## config.mk

```make
export PLATFORM = sky130hd
export DESIGN_NAME = qprc_counter
export DESIGN_NICKNAME = d
export VERILOG_FILES = /design/src/rtl/qprc_pkg.sv /design/src/rtl/qprc_sync.sv /design/src/rtl/qprc_core.sv /design/src/rtl/qprc_flags.sv /design/src/rtl/qprc_counter.sv
export SDC_FILE = /design/constraint.sdc
export NUM_CORES = 1
export LEC_CHECK = 0
export BUFFER_PORTS_ARGS = -buffer_cell sky130_fd_sc_hd__buf_2
export CAP_MARGIN = 15
export CORE_AREA = 2 2 86 88
export CTS_CLUSTER_SIZE = 28
export DETAILED_ROUTE_END_ITERATION = 8
export DIE_AREA = 0 0 88 90
export GPL_ROUTABILITY_DRIVEN = 1
export PLACE_DENSITY = 0.81
export SYNTH_ARGS = -nofsm -noshare
export SYNTH_HDL_FRONTEND = slang
export SYNTH_SLANG_ARGS = --single-unit
```

## constraint.sdc

```tcl
create_clock -name clk -period 3.61 [get_ports clk]
set_clock_uncertainty 0.15 [all_clocks]
set_input_delay 0.1805 -clock clk [delete_from_list [all_inputs] [get_ports clk]]
set_output_delay 0.1805 -clock clk [all_outputs]
set_load 0.05 [all_outputs]
```

## src/rtl/qprc_pkg.sv

```systemverilog
package qprc_pkg;

   typedef enum logic {
      MODE_QUAD = 1'b0,
      MODE_UPDN = 1'b1
   } cnt_mode_e;

   localparam int unsigned FLAG_POS = 0;
   localparam int unsigned FLAG_REV = 1;
   localparam int unsigned FLAG_ERR = 2;
   localparam int unsigned FLAG_N   = 3;

   // Qualified edge: the level moved and the selector enables that polarity.
   function automatic logic edge_hit(input logic [1:0] sel, input logic now, input logic was);
      return (now != was) && (now ? sel[0] : sel[1]);
   endfunction

endpackage

```

## src/rtl/qprc_sync.sv

```systemverilog
module qprc_sync #(
   parameter int unsigned N_PINS = 3,
   parameter int unsigned STAGES = 2
) (
   input  logic              clk,
   input  logic              rst_n,
   input  logic [N_PINS-1:0] pin_i,
   output logic [N_PINS-1:0] lvl_o,
   output logic [N_PINS-1:0] prv_o
);

   if (STAGES < 2) begin : g_bad_stages
      $error("qprc_sync: STAGES must be at least 2");
   end

   for (genvar i = 0; i < N_PINS; i++) begin : g_pin
      logic [STAGES-1:0] shf_q;
      logic              prv_q;

      always_ff @(posedge clk or negedge rst_n) begin
         if (!rst_n) begin
            shf_q <= '0;
            prv_q <= 1'b0;
         end else begin
            shf_q <= {shf_q[STAGES-2:0], pin_i[i]};
            prv_q <= shf_q[STAGES-1];
         end
      end

      assign lvl_o[i] = shf_q[STAGES-1];
      assign prv_o[i] = prv_q;
   end

endmodule

```

## src/rtl/qprc_core.sv

```systemverilog
module qprc_core
   import qprc_pkg::*;
#(
   parameter int unsigned POS_W = 16,
   parameter int unsigned REV_W = 16
) (
   input  logic             clk,
   input  logic             rst_n,
   input  logic             mode_i,
   input  logic [1:0]       sel_a_i,
   input  logic [1:0]       sel_b_i,
   input  logic [1:0]       sel_z_i,
   input  logic [2:0]       lvl_i,
   input  logic [2:0]       prv_i,
   output logic [POS_W-1:0] pos_o,
   output logic [REV_W-1:0] rev_o,
   output logic             dir_o,
   output logic             illegal_o
);

   localparam int unsigned IA = 0;
   localparam int unsigned IB = 1;
   localparam int unsigned IZ = 2;

   logic [POS_W-1:0] pos_q;
   logic [REV_W-1:0] rev_q;
   logic             dir_q;
   logic             a_chg, b_chg, a_hit, b_hit, z_hit;
   logic             step, step_up, illegal;

   assign a_chg = lvl_i[IA] ^ prv_i[IA];
   assign b_chg = lvl_i[IB] ^ prv_i[IB];
   assign a_hit = edge_hit(sel_a_i, lvl_i[IA], prv_i[IA]);
   assign b_hit = edge_hit(sel_b_i, lvl_i[IB], prv_i[IB]);
   assign z_hit = edge_hit(sel_z_i, lvl_i[IZ], prv_i[IZ]);

   always_comb begin
      step    = 1'b0;
      step_up = dir_q;
      illegal = 1'b0;
      if (cnt_mode_e'(mode_i) == MODE_QUAD) begin
         if (a_chg && b_chg) begin
            illegal = 1'b1;
         end else if (a_hit) begin
            step    = 1'b1;
            step_up = (lvl_i[IA] != lvl_i[IB]);
         end else if (b_hit) begin
            step    = 1'b1;
            step_up = (lvl_i[IB] == lvl_i[IA]);
         end
      end else if (a_hit != b_hit) begin
         step    = 1'b1;
         step_up = a_hit;
      end
   end

   always_ff @(posedge clk or negedge rst_n) begin
      if (!rst_n) begin
         pos_q <= '0;
         rev_q <= '0;
         dir_q <= 1'b1;
      end else begin
         if (z_hit) begin
            pos_q <= '0;
            rev_q <= dir_q ? rev_q + 1'b1 : rev_q - 1'b1;
         end else if (step) begin
            pos_q <= step_up ? pos_q + 1'b1 : pos_q - 1'b1;
         end
         if (step) dir_q <= step_up;
      end
   end

   assign pos_o     = pos_q;
   assign rev_o     = rev_q;
   assign dir_o     = dir_q;
   assign illegal_o = illegal;

   AST_POS_UNIT_STEP: assert property (@(posedge clk) disable iff (!rst_n)
      (pos_q != $past(pos_q)) |-> (pos_q == POS_W'($past(pos_q) + 1'b1) ||
                                   pos_q == POS_W'($past(pos_q) - 1'b1) ||
                                   pos_q == '0));
   AST_REV_UNIT_STEP: assert property (@(posedge clk) disable iff (!rst_n)
      (rev_q != $past(rev_q)) |-> (rev_q == REV_W'($past(rev_q) + 1'b1) ||
                                   rev_q == REV_W'($past(rev_q) - 1'b1)));
   AST_INDEX_ZEROES: assert property (@(posedge clk) disable iff (!rst_n)
      z_hit |=> (pos_q == '0));
   AST_ILLEGAL_HOLDS: assert property (@(posedge clk) disable iff (!rst_n)
      (illegal && !z_hit) |=> $stable(pos_q));

endmodule

```

## src/rtl/qprc_flags.sv

```systemverilog
module qprc_flags
   import qprc_pkg::*;
#(
   parameter int unsigned POS_W = 16,
   parameter int unsigned REV_W = 16
) (
   input  logic              clk,
   input  logic              rst_n,
   input  logic [POS_W-1:0]  pos_i,
   input  logic [REV_W-1:0]  rev_i,
   input  logic [POS_W-1:0]  pos_cmp_i,
   input  logic [REV_W-1:0]  rev_cmp_i,
   input  logic              illegal_i,
   input  logic [FLAG_N-1:0] clr_i,
   input  logic [1:0]        irq_en_i,
   output logic [FLAG_N-1:0] flags_o,
   output logic              irq_o
);

   logic [FLAG_N-1:0] hit;
   logic [FLAG_N-1:0] flag_q;

   assign hit[FLAG_POS] = (pos_i == pos_cmp_i);
   assign hit[FLAG_REV] = (rev_i == rev_cmp_i);
   assign hit[FLAG_ERR] = illegal_i;

   for (genvar i = 0; i < FLAG_N; i++) begin : g_flag
      always_ff @(posedge clk or negedge rst_n) begin
         if (!rst_n) flag_q[i] <= 1'b0;
         else        flag_q[i] <= hit[i] | (flag_q[i] & ~clr_i[i]);
      end
   end

   assign flags_o = flag_q;
   assign irq_o   = |(flag_q[FLAG_REV:FLAG_POS] & irq_en_i);

   AST_POS_MATCH_SETS: assert property (@(posedge clk) disable iff (!rst_n)
      (pos_i == pos_cmp_i) |=> flag_q[FLAG_POS]);
   AST_REV_MATCH_SETS: assert property (@(posedge clk) disable iff (!rst_n)
      (rev_i == rev_cmp_i) |=> flag_q[FLAG_REV]);
   AST_ERR_STICKY: assert property (@(posedge clk) disable iff (!rst_n)
      (flag_q[FLAG_ERR] && !clr_i[FLAG_ERR]) |=> flag_q[FLAG_ERR]);

endmodule

```

## src/rtl/qprc_counter.sv

```systemverilog
module qprc_counter
   import qprc_pkg::*;
#(
   parameter int unsigned POS_W       = 16,
   parameter int unsigned REV_W       = 16,
   parameter int unsigned SYNC_STAGES = 2
) (
   input  logic             clk,
   input  logic             rst_n,
   input  logic             cnt_mode,
   input  logic [1:0]       a_edge_sel,
   input  logic [1:0]       b_edge_sel,
   input  logic [1:0]       z_edge_sel,
   input  logic [POS_W-1:0] pos_cmp,
   input  logic [REV_W-1:0] rev_cmp,
   input  logic [1:0]       irq_en,
   input  logic [2:0]       flag_clr,
   input  logic             enc_a,
   input  logic             enc_b,
   input  logic             enc_z,
   output logic [POS_W-1:0] pos_count,
   output logic [REV_W-1:0] rev_count,
   output logic             dir_up,
   output logic             pos_match,
   output logic             rev_match,
   output logic             phase_err,
   output logic             irq
);

   localparam int unsigned N_PINS = 3;

   if (POS_W < 2 || POS_W > 32) begin : g_bad_pos_w
      $error("qprc_counter: POS_W must lie in 2..32");
   end
   if (REV_W < 2 || REV_W > 32) begin : g_bad_rev_w
      $error("qprc_counter: REV_W must lie in 2..32");
   end

   logic [N_PINS-1:0] lvl, prv;
   logic              illegal;
   logic [FLAG_N-1:0] flags;

   qprc_sync #(.N_PINS(N_PINS), .STAGES(SYNC_STAGES)) u_sync (
      .clk   (clk),
      .rst_n (rst_n),
      .pin_i ({enc_z, enc_b, enc_a}),
      .lvl_o (lvl),
      .prv_o (prv)
   );

   qprc_core #(.POS_W(POS_W), .REV_W(REV_W)) u_core (
      .clk       (clk),
      .rst_n     (rst_n),
      .mode_i    (cnt_mode),
      .sel_a_i   (a_edge_sel),
      .sel_b_i   (b_edge_sel),
      .sel_z_i   (z_edge_sel),
      .lvl_i     (lvl),
      .prv_i     (prv),
      .pos_o     (pos_count),
      .rev_o     (rev_count),
      .dir_o     (dir_up),
      .illegal_o (illegal)
   );

   qprc_flags #(.POS_W(POS_W), .REV_W(REV_W)) u_flags (
      .clk       (clk),
      .rst_n     (rst_n),
      .pos_i     (pos_count),
      .rev_i     (rev_count),
      .pos_cmp_i (pos_cmp),
      .rev_cmp_i (rev_cmp),
      .illegal_i (illegal),
      .clr_i     (flag_clr),
      .irq_en_i  (irq_en),
      .flags_o   (flags),
      .irq_o     (irq)
   );

   assign pos_match = flags[FLAG_POS];
   assign rev_match = flags[FLAG_REV];
   assign phase_err = flags[FLAG_ERR];

endmodule

```

Word level (Yosys, flattened, before mapping)
Cells that the tools add are included.
{"block": "word_totals", "ff_bits": 45, "in_bits": 49, "output_inout_bits": 37, "wordCells": 61}
{"block": "op_classes", "addsub": 4, "eq_ne": 8, "mux": 19, "bitwise_logic": 12, "reduce_logical": 6}
{"operator": "two-way mux 16 bit", "count": 4}
{"operator": "adder 16 x 1 -> 16 bit, second input constant", "count": 2}
{"operator": "== test 16 bit", "count": 2}
{"operator": "subtractor 16 x 1 -> 16 bit, second input constant", "count": 2}
{"operator": "two-way mux 1 bit", "count": 15}
{"operator": "inequality test 1 bit", "count": 5}
{"operator": "logical AND 1 bit", "count": 4}
{"operator": "AND 1 bit", "count": 3}
{"operator": "inverter 1 bit", "count": 3}
{"operator": "OR 1 bit", "count": 3}
{"operator": "AND 2 bit", "count": 1}
{"operator": "nonzero test 2 bit", "count": 1}
{"operator": "OR reduction 2 bit", "count": 1}
{"operator": "XOR 1 bit", "count": 2}
{"operator": "== test 1 bit", "count": 1}

Longest topological paths before layout
Gate-level depths: netlist (run 1).
{"block": "depth", "depth_word": 9, "ltp_mapped": 17, "ltp_nobuf": 16}

Modules after synthesis
Synthesis (run 1) repeated with hierarchy kept, for this count alone.
{"block": "unflattened", "hier_cells": 403, "hier_area_um2": 3494.6}
{"mod": "qprc_core", "instances": 1, "cells_per_inst": 336, "area_each_um2": 2768.9, "seq_area_each_um2": 827.0}
{"mod": "qprc_flags", "instances": 1, "cells_per_inst": 52, "area_each_um2": 455.4, "seq_area_each_um2": 75.1}
{"mod": "qprc_sync", "instances": 1, "cells_per_inst": 15, "area_each_um2": 270.3, "seq_area_each_um2": 225.2}

Least setup slack after synthesis (run 1)
OpenSTA, ideal clock, no wires.
{"block": "synth_timing", "path_kind": "register to register", "start": "reg u_core.dir_q (netlist: u_core.dir_o)", "end": "reg u_core.pos_q[10] (netlist: u_core.pos_o[10])", "setup_time_ns": 0.132, "arrival_time_ns": 3.477, "required_time_ns": 3.328, "setup_slack_ns": -0.149, "stages_incl_launch_ff": 16, "path_buffers": 2, "period_less_slack_ns": 3.759, "cell_sequence": "dfstp_2 > buf_2 > inv_1 > o21ai_0 > a21oi_1 > a211oi_4 > buf_4 > xnor2_1 > ha_1 > nor3_1 > nand2_1 > or4_1 > nor2_1 > mux2i_1 > xor2_1 > nor2_1"}
{"block": "synth_between", "elab_chain_len": 7, "elab_cells_between_ends": 8, "classes_between": "8 x mux"}
{"element": "from (decl)", "line_no": "qprc_core.sv:27", "text": "logic dir_q;"}
{"element": "from (signal assigned)", "line_no": "qprc_core.sv:69", "text": "if (step) dir_q <= step_up;"}
{"element": "two-way mux 1 bit", "line_no": "qprc_core.sv:47", "text": "end else if (b_hit) begin"}
{"element": "two-way mux 1 bit", "line_no": "qprc_core.sv:44", "text": "end else if (a_hit) begin"}
{"element": "two-way mux 1 bit", "line_no": "qprc_core.sv:42", "text": "if (a_chg && b_chg) begin"}
{"element": "two-way mux 1 bit (*)", "line_no": "qprc_core.sv:41", "text": "if (cnt_mode_e'(mode_i) == MODE_QUAD) begin"}
{"element": "two-way mux 16 bit (*)", "line_no": "qprc_core.sv:67", "text": "pos_q <= step_up ? pos_q + 1'b1 : pos_q - 1'b1;"}
{"element": "two-way mux 16 bit (*)", "line_no": "qprc_core.sv:66", "text": "end else if (step) begin"}
{"element": "two-way mux 16 bit (*)", "line_no": "qprc_core.sv:63", "text": "if (z_hit) begin"}
{"element": "to (signal assigned)", "line_no": "qprc_core.sv:67"}
{"element": "to (decl)", "line_no": "qprc_core.sv:25", "text": "logic [POS_W-1:0] pos_q;"}
Mark *: on every way between the ends. The rest lies on a longest branch, timed or not. The select of a mux whose other input is x is not followed.
A chain may end at the register's enable or synchronous reset.

Worst setup path in the final report (run 1)
{"block": "layout_timing", "start": "reg u_sync.g_pin[0].shf_q[1]", "end": "reg u_core.pos_q[10] (netlist: u_core.pos_o[10])"}
{"block": "layout_between", "elab_chain_len": 8, "elab_cells_between_ends": 21, "classes_between": "4 x eq/ne; 13 x mux; 1 x bitwise; 3 x reduce/logical"}
{"element": "from (decl)", "line_no": "qprc_sync.sv:17", "text": "logic [STAGES-1:0] shf_q;"}
{"element": "from (signal assigned)", "line_no": "qprc_sync.sv:25", "text": "shf_q <= {shf_q[STAGES-2:0], pin_i[i]};"}
{"element": "== test 1 bit, or another cell as far along", "line_no": "qprc_core.sv:49", "text": "step_up = (lvl_i[IB] == lvl_i[IA]);"}
{"element": "two-way mux 1 bit / logical AND 1 bit (equally long branches)", "line_no": "qprc_core.sv:47, qprc_pkg.sv:15"}
{"element": "two-way mux 1 bit / inequality test 1 bit (equally long branches)", "line_no": "qprc_core.sv:44, qprc_core.sv:51"}
{"element": "two-way mux 1 bit, on equally long branches", "line_no": "qprc_core.sv:42, qprc_core.sv:51"}
{"element": "two-way mux 1 bit", "line_no": "qprc_core.sv:41"}
{"element": "two-way mux 16 bit", "line_no": "qprc_core.sv:67"}
{"element": "two-way mux 16 bit", "line_no": "qprc_core.sv:66"}
{"element": "two-way mux 16 bit", "line_no": "qprc_core.sv:63"}
Several ways; a longest one is shown, not always the timed one. The select of a mux whose other input is x is not followed.

==> parameters.txt, run 1 <==
Parameter                              Value

Status
  Result of the run    completed

Routing
  Iter 0 DRT Violations    295
  Via count    3069
  First-pass detailed-route iteration total    4
  Wire length reported by the detailed router    8.336 mm
  Post-detailed-route via-to-cell ratio    5.413
  Routed wire per std cell    14.70 microns
  DR DRC count    0
  Remaining antenna violation count    0

Die
  Initial standard-cell utilization of the core    47.62%
  Die boundary width    88 microns
  Row count    31
  Area enclosed by the die boundary    7920 sq um
  Chip Height    90 microns
  Core area    7020 sq um
  Count of pins on the block boundary    86

Synth
  Sequential area share after synthesis    33.72%
  Mux contribution to synthesized area    4.229%
  Post-Synthesis Net Count    447
  Post-Synth XOR/XNOR Area    15.19%
  Count of unique library cells instantiated by Yosys    53
  Flop and latch count out of synthesis    45
  Post-synthesis instance area    3343 sq um
  Number of warnings printed during yosys synthesis    0
  Cell count after synthesis    379
  Simple-gate share of the synthesized area    20.88%
  Number of flops mapped to enable cells by yosys    0
  Top-area cell type share of the netlist area    32.93%
  Most used flip-flop cell after synthesis    sky130_fd_sc_hd__dfrtp_1
  Synthesized area per cell    8.821 sq um
  Cell types with the largest area share after synthesis    sky130_fd_sc_hd__dfrtp_1 33%, sky130_fd_sc_hd__xor2_1 14%, sky130_fd_sc_hd__ha_1 6.7%
  Ys async rst share    100.0%
  Compound-Gate Fraction of Synth Area    15.64%
  Largest family of logic cells by synthesized area    simple AND/OR/NAND/NOR gates
  Leading area contributor after synthesis    sky130_fd_sc_hd__dfrtp_1
  Arithmetic-cell share of the synthesized area counting full adders, half adders and majority gates    7.335%

Clock network
  Number of CTS-inserted buffers    5
  Clk Latency, worst-skew pair    300 ps
  Clock transition at the registers of the reported paths    90 ps
  Number of sinks handled by clock tree synthesis    45
  Clock tree from TritonCTS    yes
  Max H-tree Level    2
  Buffers from clock root to sink, at most    2
  Root Driver    sky130_fd_sc_hd__clkbuf_8

Power
  Share of total power in sequential cells    25.2%
  Total power per unit cell area    980.1 nW/um^2
  P_sw    2.177 mW
  Internal power consumption    1.840 mW
  Switching fraction of total power    54.19%
  Part of the total power dissipated in the clock network    9.7%
  Worst vdd rail ir drop    0.6449 mV
  Combinational Power Share    65.2%
  Leakage power total    1.943 nW

Global route
  Wire length of the first global-routing pass    13.30 mm
  Largest net degree at the start of global routing    46
  GR Util All Layers    20.79%
  Via count of the first global-routing pass    2954
  Antenna violations before repair    0
  Total global routing overflow    0

Cells and area
  Final nets    535
  Filler Cell Count    617
  Fraction of final layout cells with drive strength greater than 1    25.00%
  N_diodes    0
  Area Growth Syn to Fin    22.60%

Worst setup path
  Startpoint type of the worst setup path    flop
  CP max FO    8
  Critical Path AT    3370 ps
  CP Launch Point    u_sync.g_pin[0].shf_q[1]
  Startpoint of the most critical register-to-register path    u_sync.g_pin[0].shf_q[1]
  Path depth of the worst reg2reg path    16
  Critical path required time    3630 ps
  Path type of the worst setup path    flop to flop
  Internal reg-to-reg setup slack    260 ps
  Critical path capture point type    flop

Timing
  Minimum clock period    3350 ps
  Timing-limited maximum frequency    298.5 MHz
  Max-Slew Margin vs Limit    42.93%
  Final period utilization    92.79%
  Number of hold-slack violations in the final timing report    0
  Final TNS setup    0 ps
  Setup repair after global routing missed its margin    false
  Final setup margin    260.5 ps
  Max-slew violation count    0
  Actual slew at the worst max-slew pin    856.0 ps
  Setup violation total in the final timing report    0

Place
  Weighted congestion reported at the end of routability-driven placement    0.8514
  Number of input and output port buffers inserted    85
  Final HPWL DP    6.212 mm
  Worst slack at placement    169.0 ps

Hold path
  Worst min path class    input port to asynchronous set/reset pin

Job
  Max Cap Violations    0
## Yosys cell counts (2+ instances only)
cell,instances
sky130_fd_sc_hd__xor2_1,52
sky130_fd_sc_hd__dfrtp_1,44
sky130_fd_sc_hd__nand2_1,32
sky130_fd_sc_hd__nor2_1,32
sky130_fd_sc_hd__o21ai_0,29
sky130_fd_sc_hd__a21oi_1,20
sky130_fd_sc_hd__ha_1,18
sky130_fd_sc_hd__nor4_1,15
sky130_fd_sc_hd__clkbuf_1,14
sky130_fd_sc_hd__mux2i_1,13
sky130_fd_sc_hd__nor3_1,13
sky130_fd_sc_hd__inv_1,8
sky130_fd_sc_hd__or3_1,7
sky130_fd_sc_hd__a21o_1,6
sky130_fd_sc_hd__nand3_1,6
sky130_fd_sc_hd__xnor2_1,6
sky130_fd_sc_hd__a211oi_1,5
sky130_fd_sc_hd__nand2b_1,4
sky130_fd_sc_hd__nand4_1,4
sky130_fd_sc_hd__nor3b_1,4
sky130_fd_sc_hd__a31oi_1,3
sky130_fd_sc_hd__nor4b_1,3
sky130_fd_sc_hd__o31a_1,3
sky130_fd_sc_hd__and3_1,2
sky130_fd_sc_hd__and4_1,2
sky130_fd_sc_hd__nand3b_1,2
sky130_fd_sc_hd__nand4b_1,2
sky130_fd_sc_hd__o21a_1,2
sky130_fd_sc_hd__o31ai_1,2
sky130_fd_sc_hd__or2_2,2
sky130_fd_sc_hd__or4_1,2
## power groups by stage
stage / clock (mW) / combinational (mW) / sequential, mW
2_1_floorplan: 0 / 1.55 / 1.47
3_3_place_gp: 0 / 2.53 / 1.01
3_5_place_dp: 0 / 2.59 / 1.01
4_1_cts: 0.404 / 2.61 / 1.01
5_1_grt: 0.428 / 2.85 / 1.04
6_report: 0.388 / 2.62 / 1.01
## area by class of cell
| type | instances | area [sq um] | share of cell area (%) |
|---|---|---|---|
| timing repair buffer | 98 | 556.8 | 13.58 |
| multi-input combinational | 309 | 2143 | 52.29 |
| clock buffer | 5 | 68.82 | 1.679 |
| sequential | 45 | 1129 | 27.53 |
| inverter | 8 | 33.78 | 0.8242 |
| tap | 99 | 123.9 | 3.022 |
| clock inverter | 3 | 43.79 | 1.068 |
## final timing paths
kind                                            endpoint
worst max register to register          u_core.pos_o[10]
worst max-delay path                    u_core.pos_o[10]
min in group clk                      u_flags.flags_o[2]
worst min-delay path                  u_flags.flags_o[0]
max in group asynchronous                   u_core.dir_o
worst min register to register  u_sync.g_pin[2].shf_q[1]
## routing by layer
| metal | track usage [%] | share of wire [%] | wire [microns] |
|---|---|---|---|
| met1 | 26.99 | 46 | 3829 |
| met2 | 36.11 | 49 | 4117 |
| met3 | 3.306 | 4.2 | 348 |
| met4 | 4.231 | 0.48 | 40 |
| met5 | 0 | 0 | 0 |
## cell usage in the layout (no fill, tap or decap), drive strengths merged, types with 3 or more instances in the layout
cell type,n
a211oi,6
a21o,6
a21oi,20
a31oi,3
buf,91
clkbuf,5
dfrtp,44
dlygate4sd3,7
ha,18
inv,8
mux2i,13
nand2,32
nand2b,4
nand3,6
nand4,4
nor2,32
nor3,13
nor3b,4
nor4,15
nor4b,3
o21ai,30
o31a,3
or3,7
xnor2,6
xor2,52
## metrics by stage
step	std cells	hold slack, ps	util, %	instance area [sq um]	power (mW)
after global routing	567	156.4	58.39	4099	4.326
after global placement	551	141.2	55.36	3886	3.535
after CTS	566	133.0	57.96	4069	4.020
after detailed placement	551	142.7	55.36	3886	3.602
after floorplan	379	-265.1	-	3376	3.014
final	567	149.2	58.39	4099	4.017
## critical path, cell delays in order, from the launching register on
cell and delay [ps]:
sky130_fd_sc_hd__dfrtp_2 470, sky130_fd_sc_hd__and3b_1 190, sky130_fd_sc_hd__o21bai_1 190, sky130_fd_sc_hd__inv_1 80, sky130_fd_sc_hd__ha_1 230, sky130_fd_sc_hd__nand2b_1 140, sky130_fd_sc_hd__a21oi_1 240, sky130_fd_sc_hd__a211oi_4 90
sky130_fd_sc_hd__xnor2_1 150, sky130_fd_sc_hd__ha_2 210, sky130_fd_sc_hd__nor3_2 130, sky130_fd_sc_hd__nand2_1 150, sky130_fd_sc_hd__or4_1 420, sky130_fd_sc_hd__nor2_1 90, sky130_fd_sc_hd__mux2i_1 80, sky130_fd_sc_hd__xor2_1 150
sky130_fd_sc_hd__nor2_1 60
## sequential cells by signal (all words and copies together) (netlist names)
name,cells
u_core.pos_o,16
u_core.dir_o,1
u_sync.g_pin.prv_q,3
u_core.rev_o,16
u_flags.flags_o,3
u_sync.g_pin.shf_q,6
## logic make-up (layout without fill, tap and decap cells)
group                      Yosys count  after routing
AOI/OAI and AO/OA                   82             82
xor gates and xnor gates            58             58
adders and majority gates           19             19
buffers and inverters               25            114
DFF                                 45             45
muxes                               14             14
and+or+nand+nor                    136            136
## timing repair
action	in CTS	in global routing
hold endpoints to repair	50	0
hold buffers	7	0
endpoints found under the setup margin	0	2
resized for setup	0	4
setup buffers	0	0
(Power assumes the default switching activity.)
==> inputs of run 2 (changes only) <==
--- a/config.mk
+++ b/config.mk
@@ -7,12 +7,13 @@
 export LEC_CHECK = 0
 export BUFFER_PORTS_ARGS = -buffer_cell sky130_fd_sc_hd__buf_2
 export CAP_MARGIN = 15
-export CORE_AREA = 2 2 86 88
+export CORE_AREA = 2 2 102 75
 export CTS_CLUSTER_SIZE = 28
 export DETAILED_ROUTE_END_ITERATION = 8
-export DIE_AREA = 0 0 88 90
+export DIE_AREA = 0 0 104 77
 export GPL_ROUTABILITY_DRIVEN = 1
 export PLACE_DENSITY = 0.81
+export SETUP_SLACK_MARGIN = 0.5
 export SYNTH_ARGS = -nofsm -noshare
 export SYNTH_HDL_FRONTEND = slang
 export SYNTH_SLANG_ARGS = --single-unit
==> constraint.sdc (replaced) <==
create_clock -name clk -period 3.61 [get_ports clk]
set_clock_uncertainty 0.15 [all_clocks]
set_input_delay 0.5415 -clock clk [delete_from_list [all_inputs] [get_ports clk]]
set_output_delay 0.5415 -clock clk [all_outputs]
set_load 0.05 [all_outputs]
==> run 2 against run 1 <==
  * Sequential share of layout area shrank 0.96 points
  * Clock power shrank 20%
  * Hold slack lost 110 ps
  * Non-clock buffer count grew 8
  * First-iteration DRC count grew 3.1%
  * Fmax grew 4.6%
  * Sequential power is essentially flat
  * Clock-buffer cell count grew 1
  * Via count grew 4.5%
  * Combinational power grew 6%
  * Cell area grew 3.7%
  * Worst setup slack gained 150 ps
  * Critical path type unchanged
  * Critical endpoint is now u_core.pos_o[15]
  * Largest cell class unchanged
==> parameters.txt, run 2 (synthesized netlist as in run 1, its figures left out) <==
Parameter                              Value

Power
  Combinational Power Share    67.8% (+2.6 points)
  Internal power consumption    1.875 mW (+1.9%)
  Switching fraction of total power    54.45% (+0.26 points)
  Part of the total power dissipated in the clock network    7.5% (-2.2 points)
  P_sw    2.241 mW (+3.0%)
  Total power per unit cell area    968.3 nW/um^2 (-1.2%)
  Worst vdd rail ir drop    0.5250 mV (-19%)
  Leakage power total    2.003 nW (+3.0%)
  Share of total power in sequential cells    24.7% (-0.5 points)

Die
  Row count    26 (-16%)
  Chip Height    77 microns (-14%)
  Area enclosed by the die boundary    8008 sq um (+1.1%)
  Count of pins on the block boundary    86 (unchanged)
  Die boundary width    104 microns (+18%)
  Core area    7027 sq um (about the same)
  Initial standard-cell utilization of the core    47.58% (about the same)

Timing
  Timing-limited maximum frequency    312.2 MHz (+4.6%)
  Tightest hold margin    40.38 ps (-108.8 ps)
  Final TNS setup    0 ps (unchanged)
  Final period utilization    88.74% (-4.0 points)
  Actual slew at the worst max-slew pin    846.3 ps (-9.705 ps)
  Max-slew violation count    0 (unchanged)
  Setup violation total in the final timing report    0 (unchanged)
  Final setup margin    406.4 ps (+146.0 ps)
  Minimum clock period    3204 ps (-146.0 ps)
  Max-Slew Margin vs Limit    43.58% (+0.65 points)
  Setup repair after global routing missed its margin    true
  Number of hold-slack violations in the final timing report    0 (unchanged)

Clock network
  Clock tree from TritonCTS    yes
  Buffers from clock root to sink, at most    2 (unchanged)
  Number of CTS-inserted buffers    5 (unchanged)
  Clk Latency, worst-skew pair    300 ps (about the same)
  Hold-fix buffer count after cts    0 (-7)
  Clock transition at the registers of the reported paths    90 ps (about the same)
  Number of sinks handled by clock tree synthesis    45 (unchanged)
  Root Driver    sky130_fd_sc_hd__clkbuf_8
  Max H-tree Level    2 (unchanged)

Worst setup path
  Critical Path AT    3290 ps (-80 ps)
  Critical path capture point type    flop
  Critical path required time    3700 ps (+70 ps)
  CP max FO    3 (-5)
  Path type of the worst setup path    flop to flop
  Startpoint type of the worst setup path    flop

Place
  Worst slack at placement    47.19 ps (-121.8 ps)
  Final HPWL DP    6.168 mm (-0.71%)
  Number of input and output port buffers inserted    85 (unchanged)
  Weighted congestion reported at the end of routability-driven placement    0.8419 (-1.1%)

Hold path
  Worst min path class    input port to asynchronous set/reset pin

Routing
  Iter 0 DRT Violations    304 (+3.1%)
  DR DRC count    0 (unchanged)
  Post-detailed-route via-to-cell ratio    5.585 (+3.2%)
  Wire length reported by the detailed router    8.979 mm (+7.7%)
  Remaining antenna violation count    0 (unchanged)
  Via count    3206 (+4.5%)
  First-pass detailed-route iteration total    4 (unchanged)
  Routed wire per std cell    15.64 microns (+6.4%)

Cells and area
  N_diodes    0 (unchanged)
  Most common cell after layout, fill and taps aside    sky130_fd_sc_hd__buf_2
  Highest-count cells in the layout ignoring fill and taps    85 x sky130_fd_sc_hd__buf_2, 52 x sky130_fd_sc_hd__xor2_1, 42 x sky130_fd_sc_hd__dfrtp_1
  Final nets    543 (+1.5%)
  Fraction of final layout cells with drive strength greater than 1    31.09% (+6.1 points)
  Area Growth Syn to Fin    27.17%

Global route
  Largest net degree at the start of global routing    46 (unchanged)
  Total global routing overflow    0 (unchanged)
  GR Util All Layers    22.43% (+1.6 points)
  Via count of the first global-routing pass    3116 (+5.5%)
  Antenna violations before repair    0 (unchanged)
  Wire length of the first global-routing pass    14.80 mm (+11%)

Status
  Result of the run    completed

Job
  Max Cap Violations    0 (unchanged)
## run 2: area by class of cell
| type | count | area [sq um] |
|---|---|---|
| Clock inverter | 2 | 10.01 |
| Sequential cell | 45 | 1130 |
| Fill cell | 598 | 2775 |
| Multi-Input combinational cell | 309 | 2280 |
| Clock buffer | 6 | 72.57 |
| Tap cell | 98 | 122.6 |
| Inverter | 8 | 37.54 |
| Timing Repair Buffer | 106 | 599.3 |
## run 2: final timing paths
path                       cells past startpoint                startpoint  slack, ps                  endpoint
max                                           16     u_sync.g_pin[0].prv_q        410          u_core.pos_o[15]
min                                            1                     rst_n         40           u_core.rev_o[2]
max reg2reg                                   16     u_sync.g_pin[0].prv_q        410          u_core.pos_o[15]
min reg2reg                                    0  u_sync.g_pin[1].shf_q[0]        200  u_sync.g_pin[1].shf_q[1]
max in group asynchronous                      2                     rst_n       2700              u_core.dir_o
min in group clk                               1                     enc_z        200  u_sync.g_pin[2].shf_q[0]
## run 2: power groups by stage
stage | Sequential, mW | Combinational, mW | Clock, mW
after floorplan | 1.47 | 1.58 | 0
after global placement | 1.01 | 2.52 | 0
after detailed placement | 1.02 | 2.59 | 0
after CTS | 1.00 | 2.71 | 0.316
after global routing | 1.05 | 3.03 | 0.340
final | 1.02 | 2.79 | 0.310
## run 2: through the flow
step / cells / power, mW / instance area, sq um / util (%)
final: 574 / 4.117 / 4252 / 60.51
after global routing: 574 / 4.424 / 4252 / 60.51
after CTS: 570 / 4.029 / 4154 / 59.12
after detailed placement: 549 / 3.612 / 3915 / 55.72
after global placement: 549 / 3.532 / 3915 / 55.72
after floorplan: 379 / 3.048 / 3413 / -
## run 2: per-layer routing
layer | GRT usage (%) | vias to the layer above | wire length [microns]
li1 | - | 1558 | -
met2 | 36.45 | 127 | 4183
met5 | 0 | - | 0
met4 | 8.919 | 0 | 199
met3 | 3.231 | 18 | 435
met1 | 30.25 | 1503 | 4160
## run 2: worst max-delay path, cell delays in order (launching register included)
cell                         delay [ps]
sky130_fd_sc_hd__dfrtp_1            410
sky130_fd_sc_hd__and3b_1            230
sky130_fd_sc_hd__o21bai_4           130
sky130_fd_sc_hd__inv_2               60
sky130_fd_sc_hd__ha_4               280
sky130_fd_sc_hd__nand2b_4           120
sky130_fd_sc_hd__a21oi_4             60
sky130_fd_sc_hd__a211oi_4           250
sky130_fd_sc_hd__buf_6              160
sky130_fd_sc_hd__clkinvlp_4         130
sky130_fd_sc_hd__ha_4               290
sky130_fd_sc_hd__nand2_1             50
sky130_fd_sc_hd__or3_4              360
sky130_fd_sc_hd__a21oi_2            120
sky130_fd_sc_hd__mux2i_1             90
sky130_fd_sc_hd__xor2_1             160
sky130_fd_sc_hd__nor2_1              90
## run 2: timing repair
item,CTS,global route
buffers inserted,13,3
endpoints found under the hold margin,0,0
setup endpoints to repair,9,9
gates cloned,0,0
pin swaps,7,6
gates resized for setup,13,10
